**src/rtl/f2h_pkg.sv**
```systemverilog
package f2h_pkg;
    // Format widths
    localparam int SP_W      = 32;
    localparam int SP_EXP_W  = 8;
    localparam int SP_MAN_W  = 23;
    localparam int HP_W      = 16;
    localparam int HP_EXP_W  = 5;
    localparam int HP_MAN_W  = 10;
    localparam int SP_BIAS   = 127;
    localparam int HP_BIAS   = 15;

    // Derived
    localparam int MAG_W        = SP_W - 1;
    localparam int HMAG_W       = HP_W - 1;
    localparam int SIG_W        = SP_MAN_W + 1;
    localparam int DROP_W       = SP_MAN_W - HP_MAN_W;
    localparam int SH_W         = $clog2(SIG_W + 1);
    localparam int NORM_MIN_EXP = SP_BIAS - HP_BIAS + 1;        // 113
    localparam int OVF_EXP      = SP_BIAS + HP_BIAS + 1;        // 143
    localparam int SUB_MIN_EXP  = NORM_MIN_EXP - HP_MAN_W - 1;  // 102
    localparam int SUB_SH_BASE  = NORM_MIN_EXP + DROP_W;        // 126

    localparam logic [MAG_W-1:0]  SP_INF_MAG = {{SP_EXP_W{1'b1}}, {SP_MAN_W{1'b0}}};
    localparam logic [HMAG_W-1:0] H_INF      = {{HP_EXP_W{1'b1}}, {HP_MAN_W{1'b0}}};
    localparam logic [HMAG_W-1:0] H_QNAN     = {{HP_EXP_W{1'b1}}, 1'b1, {(HP_MAN_W-1){1'b0}}};
    localparam logic [HMAG_W-1:0] H_MAXFIN   = {{(HP_EXP_W-1){1'b1}}, 1'b0, {HP_MAN_W{1'b1}}};

    typedef enum logic [1:0] {
        RM_NEAREST = 2'b00,
        RM_ZERO    = 2'b01,
        RM_UP      = 2'b10,
        RM_DOWN    = 2'b11
    } rmode_e;

    typedef enum logic [2:0] {
        CL_SPECIAL,
        CL_OVF,
        CL_NORMAL,
        CL_SUBN,
        CL_UNDER
    } class_e;
endpackage

```
**src/rtl/f2h_classify.sv**
```systemverilog
module f2h_classify
    import f2h_pkg::*;
(
    input  logic [MAG_W-1:0] mag,
    output class_e           cls
);
    logic [SP_EXP_W-1:0] exp_f;
    assign exp_f = mag[MAG_W-1 -: SP_EXP_W];

    // Priority order matters: specials first, then falling magnitude.
    always_comb begin
        if (mag >= SP_INF_MAG)
            cls = CL_SPECIAL;
        else if (exp_f >= SP_EXP_W'(OVF_EXP))
            cls = CL_OVF;
        else if (exp_f >= SP_EXP_W'(NORM_MIN_EXP))
            cls = CL_NORMAL;
        else if (exp_f >= SP_EXP_W'(SUB_MIN_EXP))
            cls = CL_SUBN;
        else
            cls = CL_UNDER;
    end
endmodule

```
**src/rtl/f2h_align.sv**
```systemverilog
module f2h_align
    import f2h_pkg::*;
(
    input  logic [MAG_W-1:0]  mag,
    input  class_e            cls,
    output logic [HMAG_W-1:0] trunc,
    output logic              guard,
    output logic              sticky
);
    logic [SP_EXP_W-1:0] exp_f;
    logic [SP_MAN_W-1:0] man_f;
    logic [SIG_W-1:0]    sig;
    logic [SH_W-1:0]     sh;
    logic [SH_W-1:0]     gpos;
    logic [SIG_W-1:0]    gbits;
    logic [SIG_W-1:0]    below_mask;

    assign exp_f      = mag[MAG_W-1 -: SP_EXP_W];
    assign man_f      = mag[SP_MAN_W-1:0];
    assign sig        = {1'b1, man_f};
    assign sh         = SH_W'(SP_EXP_W'(SUB_SH_BASE) - exp_f);
    assign gpos       = sh - SH_W'(1);
    assign gbits      = sig >> gpos;
    assign below_mask = (SIG_W'(1) << gpos) - SIG_W'(1);

    always_comb begin
        trunc  = '0;
        guard  = 1'b0;
        sticky = 1'b0;
        if (cls == CL_NORMAL) begin
            trunc  = {HP_EXP_W'(exp_f - SP_EXP_W'(NORM_MIN_EXP - 1)),
                      man_f[SP_MAN_W-1 -: HP_MAN_W]};
            guard  = man_f[DROP_W-1];
            sticky = |man_f[DROP_W-2:0];
        end else if (cls == CL_SUBN) begin
            trunc  = HMAG_W'(sig >> sh);
            guard  = gbits[0];
            sticky = |(sig & below_mask);
        end
    end
endmodule

```
**src/rtl/f2h_round.sv**
```systemverilog
module f2h_round
    import f2h_pkg::*;
(
    input  logic [HMAG_W-1:0] trunc,
    input  logic              guard,
    input  logic              sticky,
    input  logic              neg,
    input  rmode_e            mode,
    output logic [HMAG_W-1:0] rounded
);
    logic inc;

    always_comb begin
        unique case (mode)
            RM_NEAREST: inc = guard & (sticky | trunc[0]);
            RM_ZERO:    inc = 1'b0;
            RM_UP:      inc = ~neg & (guard | sticky);
            RM_DOWN:    inc =  neg & (guard | sticky);
        endcase
    end

    // Carry may ripple into the exponent field.
    assign rounded = trunc + HMAG_W'(inc);
endmodule

```
**src/rtl/f2h_conv.sv**
```systemverilog
module f2h_conv
    import f2h_pkg::*;
(
    input  logic          clk,
    input  logic          rst,
    input  logic          in_valid,
    input  logic [SP_W-1:0] in_word,
    input  logic [1:0]    in_mode,
    output logic          out_valid,
    output logic [HP_W-1:0] out_half
);
    logic              sign;
    logic [MAG_W-1:0]  mag;
    rmode_e            mode;
    class_e            cls;
    logic [HMAG_W-1:0] trunc;
    logic              guard;
    logic              sticky;
    logic [HMAG_W-1:0] rounded;
    logic [HMAG_W-1:0] ovf_code;
    logic [HMAG_W-1:0] under_code;
    logic [HMAG_W-1:0] code;

    assign sign = in_word[SP_W-1];
    assign mag  = in_word[MAG_W-1:0];
    assign mode = rmode_e'(in_mode);

    f2h_classify u_classify (
        .mag (mag),
        .cls (cls)
    );

    f2h_align u_align (
        .mag    (mag),
        .cls    (cls),
        .trunc  (trunc),
        .guard  (guard),
        .sticky (sticky)
    );

    f2h_round u_round (
        .trunc   (trunc),
        .guard   (guard),
        .sticky  (sticky),
        .neg     (sign),
        .mode    (mode),
        .rounded (rounded)
    );

    // Saturation choice on overflow
    always_comb begin
        unique case (mode)
            RM_NEAREST: ovf_code = H_INF;
            RM_ZERO:    ovf_code = H_MAXFIN;
            RM_UP:      ovf_code = sign ? H_MAXFIN : H_INF;
            RM_DOWN:    ovf_code = sign ? H_INF : H_MAXFIN;
        endcase
    end

    // Underflow: a nonzero value rounded away from zero lands on the smallest subnormal
    always_comb begin
        under_code = '0;
        if (mag != '0) begin
            if ((mode == RM_UP && !sign) || (mode == RM_DOWN && sign))
                under_code = HMAG_W'(1);
        end
    end

    always_comb begin
        case (cls)
            CL_SPECIAL:        code = (mag > SP_INF_MAG) ? H_QNAN : H_INF;
            CL_OVF:            code = ovf_code;
            CL_NORMAL, CL_SUBN: code = rounded;
            default:           code = under_code;
        endcase
    end

    always_ff @(posedge clk) begin
        if (rst) begin
            out_valid <= 1'b0;
            out_half  <= '0;
        end else begin
            out_valid <= in_valid;
            if (in_valid)
                out_half <= {sign, code};
        end
    end

    // strobe tracks the input one clock later
    a_r2_valid_follows: assert property (@(posedge clk) disable iff (rst)
        in_valid |=> out_valid);
    a_r2_idle_quiet: assert property (@(posedge clk) disable iff (rst)
        !in_valid |=> !out_valid);
    a_r2_hold: assert property (@(posedge clk) disable iff (rst)
        !in_valid |=> $stable(out_half));
    // sign kept
    a_r10_sign_kept: assert property (@(posedge clk) disable iff (rst)
        in_valid |=> out_half[HP_W-1] == $past(in_word[SP_W-1]));
    // NaN becomes the quiet code
    a_r3_nan_quiet: assert property (@(posedge clk) disable iff (rst)
        (in_valid && in_word[MAG_W-1:0] > SP_INF_MAG) |=> out_half[HMAG_W-1:0] == H_QNAN);
    // toward zero saturates to the largest finite
    a_r4_rtz_saturate: assert property (@(posedge clk) disable iff (rst)
        (in_valid && in_mode == 2'b01 && in_word[MAG_W-1 -: SP_EXP_W] >= SP_EXP_W'(OVF_EXP)
         && in_word[MAG_W-1:0] < SP_INF_MAG) |=> out_half[HMAG_W-1:0] == H_MAXFIN);
    // zero magnitude stays zero
    a_r9_zero_stays_zero: assert property (@(posedge clk) disable iff (rst)
        (in_valid && in_word[MAG_W-1:0] == '0) |=> out_half[HMAG_W-1:0] == '0);
endmodule

```
**config.mk**
```make
export PLATFORM = sky130hd
export DESIGN_NAME = f2h_conv
export DESIGN_NICKNAME = d
export VERILOG_FILES = /design/src/rtl/f2h_pkg.sv /design/src/rtl/f2h_classify.sv /design/src/rtl/f2h_align.sv /design/src/rtl/f2h_round.sv /design/src/rtl/f2h_conv.sv
export SDC_FILE = /design/constraint.sdc
export NUM_CORES = 1
export LEC_CHECK = 0
export BUFFER_PORTS_ARGS = -buffer_cell sky130_fd_sc_hd__clkbuf_2
export CORE_MARGIN = 10
export CORE_UTILIZATION = 55
export CTS_BUF_LIST = sky130_fd_sc_hd__clkbuf_8
export CTS_CLUSTER_DIAMETER = 120
export DETAILED_ROUTE_END_ITERATION = 10
export GPL_TIMING_DRIVEN = 0
export PLACE_DENSITY = 0.77
export SKIP_LAST_GASP = 1
export SLEW_MARGIN = 20
export SYNTH_ARGS = -nofsm -noshare
export SYNTH_HDL_FRONTEND = slang
export SYNTH_SLANG_ARGS = --single-unit
```
**constraint.sdc**
```tcl
create_clock -name clk -period 8.09 [get_ports clk]
set_input_delay 0.809 -clock clk [delete_from_list [all_inputs] [get_ports clk]]
set_output_delay 0.809 -clock clk [all_outputs]
set_load 0.02 [all_outputs]
```
==> impl_metrics.ini, run 1 <==
[sta]
tightest_slew_ns = 0.983
grt_setup_unrepaired = no
timing.fmax_mhz = 133
final_critical_path_setup_slack_ns = 0.584
final_report_hold_violation_count = 0
fin_tns_setup_ns = 0
period_share_pct = 92.8
timing.clock.skew_ns = 0
finalCriticalPeriod_ns = 7.51
slew_headroom_pct = 34.3
setup_viol = 0
final_max_slew_viol_count = 0

[yosys]
syn-instance-count = 496
yosysWarningCount = 0
synth.cell_area_sq_um = 3680
asyncSetResetFlopFracSynth_pct = 0
post_synth.cell_area_avg_sq_um = 7.43
synth-edff-count = 0
ys_seq_elements = 17
synthDistinctLibCells = 78
ys_dominant_reg_cell = dfxtp_1
synth_fp_nets = 544
synth_sequential_area_ratio_pct = 9.24

[final_layout]
nFillCells = 578
layout.cells.most_common = clkbuf_2
instances_no_fill = 625
finalNetCount = 597
utilization_pct = 63.3
final_cell_area_sq_um = 4070
diodes = 0
post_route_cells_drive_above_1_share_pct = 18.8
layout_common_cells = clkbuf_2, nand2_1, mux2i_1
area_growth_pct = 10.4

[drt]
drt_pre_antenna_iters = 6
vias = 4553
final_antenna_net_count = 0
detailedRoute.firstIterationViolations = 605
routed_wirelength_um = 14500
remaining_drc_errors = 0
post_drt_wl_per_cell_um = 23.2
avgViaCountPerCell = 7.28

[clocking]
clock-sinks = 17
cts-buffers-inserted = 3
cts.root.buffer_cell = clkbuf_8
cts_resized = 0
htree_levels = 1
clk_transition_reported_paths_ns = 0.07
holdBufCountCts = 0
insertion_delay_ns = 0.26
post-cts-setup-buffer-count = 0
cts_tree = done
clk_path_buf_depth = 2

[global_route]
antenna_found_initial = 0
grt_overflow_total = 0
grt_util_all_layers_pct = 27.6
first_pass_grt_wire_length_um = 23200
grt_start_max_net_pins = 14
grt_pass1_vias = 4262

[die]
ioPinCount = 54
fp.coreArea_sq_um = 6420
floorplan_die_area_sq_um = 10400
die_h_um = 102
start_util_pct = 57.4
core.rowCount = 29
fp.dieW_um = 102

[placed_design]
place_ws_ns = 0.492
numPortBuffers = 48
placement.cell_area_sq_um = 4020
gpl.final_weighted_congestion = 1.06
placedCellCount = 621
dp_hpwl_um = 11200

[setup_path]
cp-end-kind = register
kind_of_critical_path = input port to register
critical_path.reg2reg.startpoint = out_half[10]$_SDFFE_PP0P_
setup.worst_path.end = out_half[6]$_SDFFE_PP0P_
critPathArrivalTime_ns = 7.64
r2r-end = out_half[10]$_SDFFE_PP0P_
worst_ep_required_time_ns = 8.23
worstPathMaxFanout = 13
reg2regPathDepth = 3
worst_setup_path_start_kind = input port
worstSetupStartpoint = in_word[23]
reg2reg_setup_slack_ns = 7.25

[worst_hold_path]
hold_class = register to register

[power]
power_density_nw_per_um2 = 113
power.ir.vdd_worst_mv = 0.103
p_leak_uw = 0.00159

[flow_run]
drv_cap = 0

[status]
result_of_the_run = finished, final reports clean
==> report_power, final <==
part | leakage, uW | internal [uW] | switching (uW) | total, uW
Sequential | 0.000140 | 89.5 | 2.76 | 92.2
Clock | 0.0000269 | 33.9 | 33.6 | 67.5
Combinational | 0.00143 | 109 | 189 | 299
==> area by class of cell <==
type / instances / area (sq um) / share of cell area [%]
flip-flops and latches: 17 / 340 / 8.37
plain buffers: 41 / 203 / 4.98
well taps: 77 / 96.3 / 2.37
multi-input cells: 430 / 3110 / 76.5
inverters: 8 / 30.0 / 0.738
clock inverters: 1 / 3.75 / 0.0923
clock buffers: 3 / 41.3 / 1.02
repair buffers: 48 / 240 / 5.91
==> cell families after synthesis <==
family          count (synthesis)  synth area share, %
compound gates                153                 28.7
simple gates                  182                 25.8
flops                          17                 9.24
mux                            59                 19.5
fa+ha+maj                      11                 3.74
buf+inv                        49                 6.32
xor+xnor                       25                 6.72
==> per-layer routing <==
| metal | vias to the layer above | global-route usage (%) | wire length, um |
|---|---|---|---|
| met5 | - | 0 | 0 |
| met4 | 0 | 11.6 | 665 |
| met3 | 71 | 4.79 | 1870 |
| met2 | 368 | 42.4 | 6480 |
| met1 | 2087 | 37.3 | 5470 |
| li1 | 2027 | - | - |
==> synthesized netlist by cell type (all sizes together), types with 15 or more instances <==
| cell | instances | area (sq um) |
|---|---|---|
| a21oi | 28 | 140 |
| a31oi | 15 | 93.8 |
| buf | 15 | 105 |
| clkbuf | 26 | 97.6 |
| dfxtp | 17 | 340 |
| mux2i | 38 | 380 |
| nand2 | 47 | 176 |
| nand3 | 22 | 110 |
| nor2 | 38 | 150 |
| nor3 | 19 | 100 |
| o21ai | 35 | 175 |
| xnor2 | 15 | 131 |
==> how the worst min path moves through the flow <==
| stage | start | to | slack [ns] | cells past startpoint |
|---|---|---|---|---|
| final | out_half[7]$_SDFFE_PP0P_ | out_half[7]$_SDFFE_PP0P_ | 0.45 | 2 |
| after CTS | out_half[7]$_SDFFE_PP0P_ | out_half[7]$_SDFFE_PP0P_ | 0.46 | 2 |
| after global routing | out_half[7]$_SDFFE_PP0P_ | out_half[7]$_SDFFE_PP0P_ | 0.51 | 2 |
| after floorplan | out_half[7]$_SDFFE_PP0P_ | out_half[7]$_SDFFE_PP0P_ | 0.52 | 2 |
| after detailed placement | out_half[7]$_SDFFE_PP0P_ | out_half[7]$_SDFFE_PP0P_ | 0.45 | 2 |
| after global placement | out_half[7]$_SDFFE_PP0P_ | out_half[7]$_SDFFE_PP0P_ | 0.44 | 2 |
==> sequential cells by signal, indices dropped and copies added, names as in the netlist <==
register and cells:
out_half 16, out_valid 1
==> critical path: stages <==
cell and delay (ns):
clkbuf_2 0.18, inv_2 0.24, clkbuf_1 0.62, ha_1 0.41, buf_2 0.33, buf_6 0.21, nand2b_1 0.09, o21ai_1 0.22
xnor2_1 0.20, nor3_1 0.60, nand3_1 0.17, ha_1 0.28, clkbuf_1 0.25, nand2_1 0.17, nand2_1 0.06, a2111oi_0 0.31
a21oi_1 0.09, and4_1 0.22, o2111a_1 0.18, a31oi_1 0.25, ha_1 0.23, nand2_1 0.06, o211ai_1 0.41, nand4_2 0.35
or3_1 0.42, a21oi_1 0.21, nor3_1 0.08
==> stage by stage <==
| stage | total power [uW] | hold WS [ns] |
|---|---|---|
| 2_1_floorplan | 296 | 0.524 |
| 3_3_place_gp | 379 | 0.437 |
| 3_5_place_dp | 381 | 0.448 |
| 4_1_cts | 444 | 0.456 |
| 5_1_grt | 481 | 0.515 |
| 6_report | 458 | 0.450 |
Note: power is estimated with default switching activity, not from simulation.
==> inputs of run 2 (changes only) <==
PLACE_DENSITY = not set   (was 0.77)
PLACE_DENSITY_LB_ADDON = 0.05   (was not set)
SLEW_MARGIN = not set   (was 20)
==> run 2 against run 1 <==
  * Register-to-register slack worse by 0.03 ns
  * Sequential power about the same
  * Critical path type unchanged
  * Final cell count unchanged
==> impl_metrics.ini, run 2 (same netlist as run 1, synthesis figures left out) <==
[drt]
vias = 4562
final_antenna_net_count = 0
remaining_drc_errors = 0
avgViaCountPerCell = 7.30
routed_wirelength_um = 14700
detailedRoute.firstIterationViolations = 571
post_drt_wl_per_cell_um = 23.5
drt_pre_antenna_iters = 6

[final_layout]
post_route_cells_drive_above_1_share_pct = 19.0
multiInputGateArea_sq_um = 3110
area_growth_pct = 10.5
layout_common_cells = clkbuf_2, nand2_1, mux2i_1
layout.area.seq_sq_um = 340
finalNetCount = 597
largest_register_ff_count = 16
utilization_pct = 63.4
top_register = out_half
nFillCells = 602
final_cell_area_sq_um = 4070
layout.cells.most_common = clkbuf_2
instances_no_fill = 625
diodes = 0
largestRegisters = out_half (16), out_valid (1)

[placed_design]
numPortBuffers = 48
placedCellCount = 621
gpl.final_weighted_congestion = 1.02
placement.cell_area_sq_um = 4020
dp_hpwl_um = 11300

[status]
result_of_the_run = finished, final reports clean

[power]
p_leak_uw = 0.00159
power.ir.vdd_worst_mv = 0.113
power_density_nw_per_um2 = 113

[die]
die_h_um = 102
fp.dieW_um = 102
core.rowCount = 29
floorplan_die_area_sq_um = 10400
fp.coreArea_sq_um = 6420
ioPinCount = 54
start_util_pct = 57.4

[setup_path]
setup.worst_path.end = out_half[6]$_SDFFE_PP0P_
critPathArrivalTime_ns = 7.62
worstSetupStartpoint = in_word[23]
worst_ep_required_time_ns = 8.22
reg2reg_setup_slack_ns = 7.22
reg2regPathDepth = 2
critical_path.reg2reg.startpoint = out_half[13]$_SDFFE_PP0P_
cp-end-kind = register
worst_setup_path_start_kind = input port
worstPathMaxFanout = 13
r2r-end = out_half[13]$_SDFFE_PP0P_
kind_of_critical_path = input port to register

[clocking]
clk_path_buf_depth = 2
cts_tree = done
cts-buffers-inserted = 3
holdBufCountCts = 0
clock-sinks = 17
clk_transition_reported_paths_ns = 0.07
cts_resized = 0
htree_levels = 1
post-cts-setup-buffer-count = 0
cts.root.buffer_cell = clkbuf_8
insertion_delay_ns = 0.26

[sta]
setup_viol = 0
timing.clock.skew_ns = 0
final_max_slew_viol_count = 0
grt_setup_unrepaired = no
tightest_slew_ns = 0.939
period_share_pct = 92.5
final.hold.worst_slack_ns = 0.449
slew_headroom_pct = 37.2
fin_tns_setup_ns = 0
final_report_hold_violation_count = 0
finalCriticalPeriod_ns = 7.49
timing.fmax_mhz = 134

[global_route]
grt_pass1_vias = 4200
grt_start_max_net_pins = 14
grt_overflow_total = 0
grt_util_all_layers_pct = 27.2
first_pass_grt_wire_length_um = 22700
antenna_found_initial = 0

[worst_hold_path]
hold_class = register to register

[flow_run]
drv_cap = 0
[run 2: cell count changes in the layout (fill, tap and decap cells not counted), sizes merged]
cell and change:
clkinvlp +1, inv -1
[run 2: routing by layer]
metal	GRT usage, %	wire [um]	vias to the layer above	share of wire (%)
met2	41.0	6250	394	43
met3	6.48	2090	50	14
met5	0	0	-	0
met4	9.76	578	0	3.9
li1	-	-	2028	-
met1	36.8	5760	2090	39
[run 2: area by class of cell]
| cell class | instances | area share [%] |
|---|---|---|
| Clock buffer | 3 | 1.01 |
| Buffer | 41 | 4.98 |
| Tap cell | 77 | 2.37 |
| Clock inverter | 1 | 0.184 |
| Timing Repair Buffer | 48 | 5.90 |
| Multi-Input combinational cell | 430 | 76.5 |
| Inverter | 8 | 0.738 |
| Sequential cell | 17 | 8.36 |
[run 2: how the worst min path moves through the flow]
stage / start / endpoint / slack, ns / cells past startpoint
after global routing: out_half[7]$_SDFFE_PP0P_ / out_half[7]$_SDFFE_PP0P_ / 0.47 / 2
after CTS: out_half[7]$_SDFFE_PP0P_ / out_half[7]$_SDFFE_PP0P_ / 0.45 / 2
after detailed placement: out_half[7]$_SDFFE_PP0P_ / out_half[7]$_SDFFE_PP0P_ / 0.44 / 2
final: out_half[7]$_SDFFE_PP0P_ / out_half[7]$_SDFFE_PP0P_ / 0.45 / 2
after floorplan: out_half[7]$_SDFFE_PP0P_ / out_half[7]$_SDFFE_PP0P_ / 0.52 / 2
after global placement: out_half[7]$_SDFFE_PP0P_ / out_half[7]$_SDFFE_PP0P_ / 0.44 / 2
[run 2: stage by stage]
stage	setup WS [ns]	total power, uW
finish	0.604	462
detailed placement	0.594	382
global route	0.147	483
floorplan	2.07	296
global placement	0.707	379
CTS	0.841	449
[run 2: worst max-delay path, stage by stage]
cell       delay [ns]
clkbuf_2         0.17
inv_2            0.24
clkbuf_1         0.67
ha_1             0.38
buf_2            0.31
buf_6            0.21
nand2b_1         0.07
o21ai_1          0.21
xnor2_1          0.19
nor3_1           0.57
nand3_1          0.16
ha_1             0.28
clkbuf_1         0.25
nand2_1          0.18
nand2_1          0.06
a2111oi_0        0.34
a21oi_1          0.07
and4_1           0.21
o2111a_1         0.16
a31oi_1          0.27
ha_1             0.25
nand2_1          0.06
o211ai_1         0.41
nand4_2          0.35
or3_1            0.42
a21oi_1          0.22
nor3_1           0.07
[run 2: power breakdown]
| part | internal [uW] | leakage [uW] | switching [uW] | total (uW) |
|---|---|---|---|---|
| Clock | 34.7 | 0.0000217 | 33.2 | 68.0 |
| Combinational | 109 | 0.00143 | 192 | 301 |
| Sequential | 89.4 | 0.000140 | 2.83 | 92.3 |
